<file path="config.mk">
export PLATFORM = sky130hd
export DESIGN_NAME = irq_status_agg
export DESIGN_NICKNAME = d
export VERILOG_FILES = /design/src/rtl/irq_agg_pkg.sv /design/src/rtl/irq_agg_regif.sv /design/src/rtl/irq_agg_srcmap.sv /design/src/rtl/irq_agg_status.sv /design/src/rtl/irq_agg_signal.sv /design/src/rtl/irq_status_agg.sv
export SDC_FILE = /design/constraint.sdc
export NUM_CORES = 1
export LEC_CHECK = 0
export ABC_AREA = 0
export BUFFER_PORTS_ARGS = -buffer_cell sky130_fd_sc_hd__clkbuf_2
export CORE_MARGIN = 5
export CORE_UTILIZATION = 45
export CTS_CLUSTER_SIZE = 28
export DETAILED_ROUTE_END_ITERATION = 12
export PLACE_DENSITY = 0.76
export SLEW_MARGIN = 5
export SYNTH_ARGS = -nofsm -noshare
export SYNTH_HDL_FRONTEND = slang
export SYNTH_SLANG_ARGS = --single-unit
</file>
<file path="constraint.sdc">
create_clock -name clk -period 1.7 [get_ports clk]
set_input_delay 0 -clock clk [delete_from_list [all_inputs] [get_ports clk]]
set_output_delay 0 -clock clk [all_outputs]
set_load 0.05 [all_outputs]
</file>
<file path="src/rtl/irq_agg_pkg.sv">
package irq_agg_pkg;

  localparam int unsigned STATUS_W = 32;
  localparam int unsigned NUM_SRC  = 2;

  typedef logic [STATUS_W-1:0] status_t;

  // Next value of the word: requested sets win over requested clears.
  function automatic status_t f_update(status_t cur, status_t set_m, status_t clr_m);
    return (cur & ~clr_m) | set_m;
  endfunction

  function automatic logic f_nonzero(status_t v);
    return |v;
  endfunction

  // Map a vector of event pulses onto their status bit positions.
  function automatic status_t f_spread(logic [NUM_SRC-1:0] ev,
                                       int unsigned pos0, int unsigned pos1);
    status_t m;
    m = '0;
    if (ev[0]) m[pos0] = 1'b1;
    if (ev[1]) m[pos1] = 1'b1;
    return m;
  endfunction

endpackage

</file>
<file path="src/rtl/irq_agg_regif.sv">
module irq_agg_regif
  import irq_agg_pkg::*;
#(
  parameter int unsigned ADDR_W     = 8,
  parameter logic [ADDR_W-1:0] OFS_STATUS = 8'h24,
  parameter logic [ADDR_W-1:0] OFS_RAISE  = 8'h60,
  parameter logic [ADDR_W-1:0] OFS_ACK    = 8'h64
) (
  input  logic              wr_en,
  input  logic [ADDR_W-1:0] wr_addr,
  input  status_t           wr_data,
  input  logic [ADDR_W-1:0] rd_addr,
  input  status_t           status_q,
  output logic              raise_wr,
  output logic              ack_wr,
  output status_t           sw_set,
  output status_t           sw_clr,
  output status_t           rd_data
);

  localparam status_t ALL_ONES = '1;

  assign raise_wr = wr_en && (wr_addr == OFS_RAISE);
  assign ack_wr   = wr_en && (wr_addr == OFS_ACK);
  assign sw_set   = raise_wr ? wr_data : '0;
  assign sw_clr   = ack_wr   ? wr_data : '0;

  always_comb begin
    if (rd_addr == OFS_STATUS) rd_data = status_q;
    else                       rd_data = ALL_ONES;
  end

endmodule

</file>
<file path="src/rtl/irq_agg_srcmap.sv">
module irq_agg_srcmap
  import irq_agg_pkg::*;
#(
  parameter int unsigned BIT_COMPUTE = 0,
  parameter int unsigned BIT_DMA     = 8
) (
  input  logic [NUM_SRC-1:0] ev_in,
  output status_t            hw_set,
  output logic               hw_any
);

  assign hw_set = f_spread(ev_in, BIT_COMPUTE, BIT_DMA);
  assign hw_any = |ev_in;

endmodule

</file>
<file path="src/rtl/irq_agg_status.sv">
module irq_agg_status
  import irq_agg_pkg::*;
(
  input  logic    clk,
  input  logic    rst_n,
  input  status_t set_mask,
  input  status_t clr_mask,
  output status_t status_q,
  output status_t status_nx
);

  assign status_nx = f_update(status_q, set_mask, clr_mask);

  for (genvar b = 0; b < STATUS_W; b++) begin : g_bit
    always_ff @(posedge clk) begin
      if (!rst_n) status_q[b] <= 1'b0;
      else        status_q[b] <= status_nx[b];
    end
  end

endmodule

</file>
<file path="src/rtl/irq_agg_signal.sv">
module irq_agg_signal
  import irq_agg_pkg::*;
(
  input  logic    clk,
  input  logic    rst_n,
  input  logic    raise_evt,
  input  logic    ack_evt,
  input  logic    msi_en,
  input  status_t status_nx,
  output logic    irq_level,
  output logic    msi_req
);

  logic nx_nz;
  assign nx_nz = f_nonzero(status_nx);

  always_ff @(posedge clk) begin
    if (!rst_n) begin
      irq_level <= 1'b0;
      msi_req   <= 1'b0;
    end else begin
      msi_req <= raise_evt && nx_nz && msi_en;
      if (!msi_en) begin
        if (raise_evt && nx_nz)      irq_level <= 1'b1;
        else if (ack_evt && !nx_nz)  irq_level <= 1'b0;
      end
    end
  end

endmodule

</file>
<file path="src/rtl/irq_status_agg.sv">
module irq_status_agg
  import irq_agg_pkg::*;
#(
  parameter int unsigned ADDR_W      = 8,
  parameter logic [ADDR_W-1:0] OFS_STATUS = 8'h24,
  parameter logic [ADDR_W-1:0] OFS_RAISE  = 8'h60,
  parameter logic [ADDR_W-1:0] OFS_ACK    = 8'h64,
  parameter int unsigned BIT_COMPUTE = 0,
  parameter int unsigned BIT_DMA     = 8
) (
  input  logic                clk,
  input  logic                rst_n,
  input  logic                wr_en,
  input  logic [ADDR_W-1:0]   wr_addr,
  input  logic [STATUS_W-1:0] wr_data,
  input  logic [ADDR_W-1:0]   rd_addr,
  output logic [STATUS_W-1:0] rd_data,
  input  logic                ev_compute_done,
  input  logic                ev_dma_done,
  input  logic                msi_en,
  output logic                irq_level,
  output logic                msi_req
);

  // Named internal events, visible to the bound checker.
  logic    raise_wr, ack_wr, hw_any;
  logic    raise_evt, ack_evt;
  status_t sw_set, sw_clr, hw_set;
  status_t set_mask, clr_mask;
  status_t status_q, status_nx;

  irq_agg_regif #(
    .ADDR_W(ADDR_W), .OFS_STATUS(OFS_STATUS),
    .OFS_RAISE(OFS_RAISE), .OFS_ACK(OFS_ACK)
  ) u_regif (
    .wr_en(wr_en), .wr_addr(wr_addr), .wr_data(wr_data),
    .rd_addr(rd_addr), .status_q(status_q),
    .raise_wr(raise_wr), .ack_wr(ack_wr),
    .sw_set(sw_set), .sw_clr(sw_clr), .rd_data(rd_data)
  );

  irq_agg_srcmap #(
    .BIT_COMPUTE(BIT_COMPUTE), .BIT_DMA(BIT_DMA)
  ) u_srcmap (
    .ev_in({ev_dma_done, ev_compute_done}),
    .hw_set(hw_set), .hw_any(hw_any)
  );

  assign set_mask  = hw_set | sw_set;
  assign clr_mask  = sw_clr;
  assign raise_evt = hw_any | raise_wr;
  assign ack_evt   = ack_wr;

  irq_agg_status u_status (
    .clk(clk), .rst_n(rst_n),
    .set_mask(set_mask), .clr_mask(clr_mask),
    .status_q(status_q), .status_nx(status_nx)
  );

  irq_agg_signal u_signal (
    .clk(clk), .rst_n(rst_n),
    .raise_evt(raise_evt), .ack_evt(ack_evt), .msi_en(msi_en),
    .status_nx(status_nx),
    .irq_level(irq_level), .msi_req(msi_req)
  );

endmodule

</file>
==> results.md <==
* Nets at 433
* Num rows at 24
* Root buf cell: clkbuf_8
* Syn_area_per_cell at 7.183 um2
* Setup TNS at 0 ns
* IO Pins at 88
* CP max stage delay at 0.33 ns
* CP max FO at 4
* Pleak at 1.090 nW
* Clock Skew at 0.003702 ns
* Fmax at 626.6 MHz
* Num CTS Buffers at 5
* DRC errors left at 0
* Post-CTS setup buffers at 0
* GP Congestion at 0.8631
* Number of global-route vias before repair at 2283
* WL/cell at 15.02 um
* First DRT Iteration DRCs at 168
* Die area at 0.006017 mm2
* Initial antenna violation count at 0
* Mapped Cells at 286
* Antenna diodes at 0
* CP Launch Type: flop
* H-tree Lvls at 2
* Delay-heaviest family, CP: compound AO/OA/AOI/OAI gates
* Final hold viol count at 0
* Final ANT Viol Nets at 0
* Worst Path Arrival at 1.76 ns
* Crit-path cells: nor4_1 > nand3_1 > mux2i_1 > o211ai_1 > o311ai_2 > o22ai_1
* CTS tree: yes
* Final Max Tran Viols at 0
* Post-Syn Area at 0.002054 mm2
* Max-slew headroom at 0.6524
* Fraction of layout cells with a size suffix above 1 at 0.3624
* End-of-flow core utilization at 0.6259
* Crit share post-route at 0.9388
* Routed Wire Length at 6.460 mm
* Clock buffer depth at 2
* Synth top area share at 0.3313
* Worst min path class: in2reg
* CP Buf/Inv Count at 0
* Critical Path RT at 1.87 ns
* Fill cells at 401
* RSZ-0062 raised after global routing: false
* Register area at 689.4 um2
* Worst-Skew Late Latency at 0.29 ns
* Core Area at 0.004384 mm2
* Slowest cell on the critical path: dfxtp_1
* Via density at 5.379
* First-pass GRT wire length at 10.80 mm
* Starting Density at 0.4686
* Worst Tran Pin Value at 0.5214 ns
* Footprint of the multi-input gates at 0.001306 mm2
* Synth area leader: dfxtp_1
* Clk sinks at 34
* GRT Util Overall at 0.2185
* MaxCap Viol Count at 0
* Final setup vio count at 0
* FF+latch count, synth at 34
* Status: completed
* Critical path type: reg2reg
* Tmin final at 1.596 ns
* HPWL Detailed at 5.079 mm
* PortBufs at 87
* Register area share after synthesis at 0.3313
* P&R area growth vs syn at 33.56%
* Warnings from Yosys at 0
* Largest net degree at the start of global routing at 32
* Peak supply drop at 0.0003254 V
* Crit path capture type: flop
* Yosys cell types at 32
* Finished Layout Cells at 430
* DR pass1 iterations at 5
* Dominant cells by area after synthesis: dfxtp_1 (33%), nand2_1 (11%), and2_1 (8.5%)
* Die height at 77.57 um
* Vias at 2313
* Clk slew on worst S/H paths at 0.06 ns
* Pwr dens at 584.0 mW/mm2
* DP Cell Count at 421
* Global route overflow at 0
* Mapped Nets at 340
* Die span in x at 77.57 um
==> per-layer routing <==
| layer | vias to the layer above | global-route usage | wire length, um |
|---|---|---|---|
| met5 | - | 0 | 0 |
| met4 | 0 | 0.08076 | 99 |
| met3 | 11 | 0.04282 | 443 |
| met2 | 91 | 0.3569 | 3122 |
| met1 | 1046 | 0.2850 | 2794 |
| li1 | 1165 | - | - |
==> per-stage QoR <==
step	total power [mW]	hold WS [ns]	area (um2)	worst slack [ns]
finish	1.602	0.02139	2744	0.1041
global route	1.661	0.05489	2744	0.005365
CTS	1.607	0.02611	2679	0.01869
detailed placement	1.027	0.2435	2566	-0.009622
global placement	1.025	0.2357	2566	0.01131
floorplan	0.9087	0.1097	2054	0.1977
==> cell usage in the layout (no fill, tap or decap), drive strengths merged, types with 9 or more instances in the layout <==
cell type	synthesis	final
nand3	20	20
or2	16	16
and2	29	29
nand2b	12	12
dfxtp	34	34
nor4	17	17
clkbuf	9	93
inv	18	18
o21ai	27	27
buf	4	9
nand2	59	59
==> registers in the layout, indices dropped and copies added, names as in the netlist <==
register and count:
u_status.status_q 32, u_signal.irq_level 1, u_signal.msi_req 1
==> kinds of logic after synthesis <==
| kind of cell | share of synthesized area |
|---|---|
| compound gates | 0.1492 |
| flops | 0.3313 |
| buf+inv | 0.06029 |
| simple gates | 0.4543 |
| mux | 0.004872 |
==> cells in the mapped netlist (all sizes together) <==
cell type,count
inv,18
nor2b,2
nor2,7
nand3,20
a311oi,1
o21ai,27
a41oi,1
a21oi,2
o22ai,7
or3,1
o211ai,1
nor4,17
or2,16
a221o,1
nor4b,3
and3,1
mux2i,1
a22oi,3
nand2b,12
o311ai,1
and2,29
buf,4
clkbuf,9
o2111ai,4
a221oi,1
nand2,59
nand4,3
dfxtp,34
nor4bb,1
==> cell type report <==
cell class / instances / area share
Inverter: 18 / 0.02462
Timing Repair Buffer: 99 / 0.1943
Clock buffer: 6 / 0.03010
Sequential cell: 34 / 0.2513
Multi-Input combinational cell: 221 / 0.4761
Tap cell: 52 / 0.02371
==> path summary, 6_finish.rpt <==
path,from,endpoint,slack (ns),cells after the start
setup reg to reg,u_status.status_q[24],u_signal.irq_level,0.10,6
hold reg to reg,u_signal.irq_level,u_signal.irq_level,0.50,2
setup / recovery,u_status.status_q[24],u_signal.irq_level,0.10,6
hold / removal,wr_data[20],u_status.status_q[20],0.02,3
==> worst register-to-register path, delay by kind of cell (launching register included) <==
kind             cells  cell delay, ns
multiplexers         1            0.16
AO/OA/AOI/OAI        3            0.56
AND/OR/NAND/NOR      2            0.45
flip-flops           1            0.33
==> power by group <==
part	switching (mW)	internal [mW]	total, mW
clock	0.274	0.312	0.586
sequential	0.00407	0.803	0.807
combinational	0.120	0.0891	0.209
total	0.398	1.20	1.60
==> repair_timing <==
item                                   in CTS  in global routing
resized for setup                           0                 15
endpoints found under the hold margin       4                  0
hold buffers                                3                  0
setup endpoints to repair                   0                  2
Power figures use the tool's default switching activity.
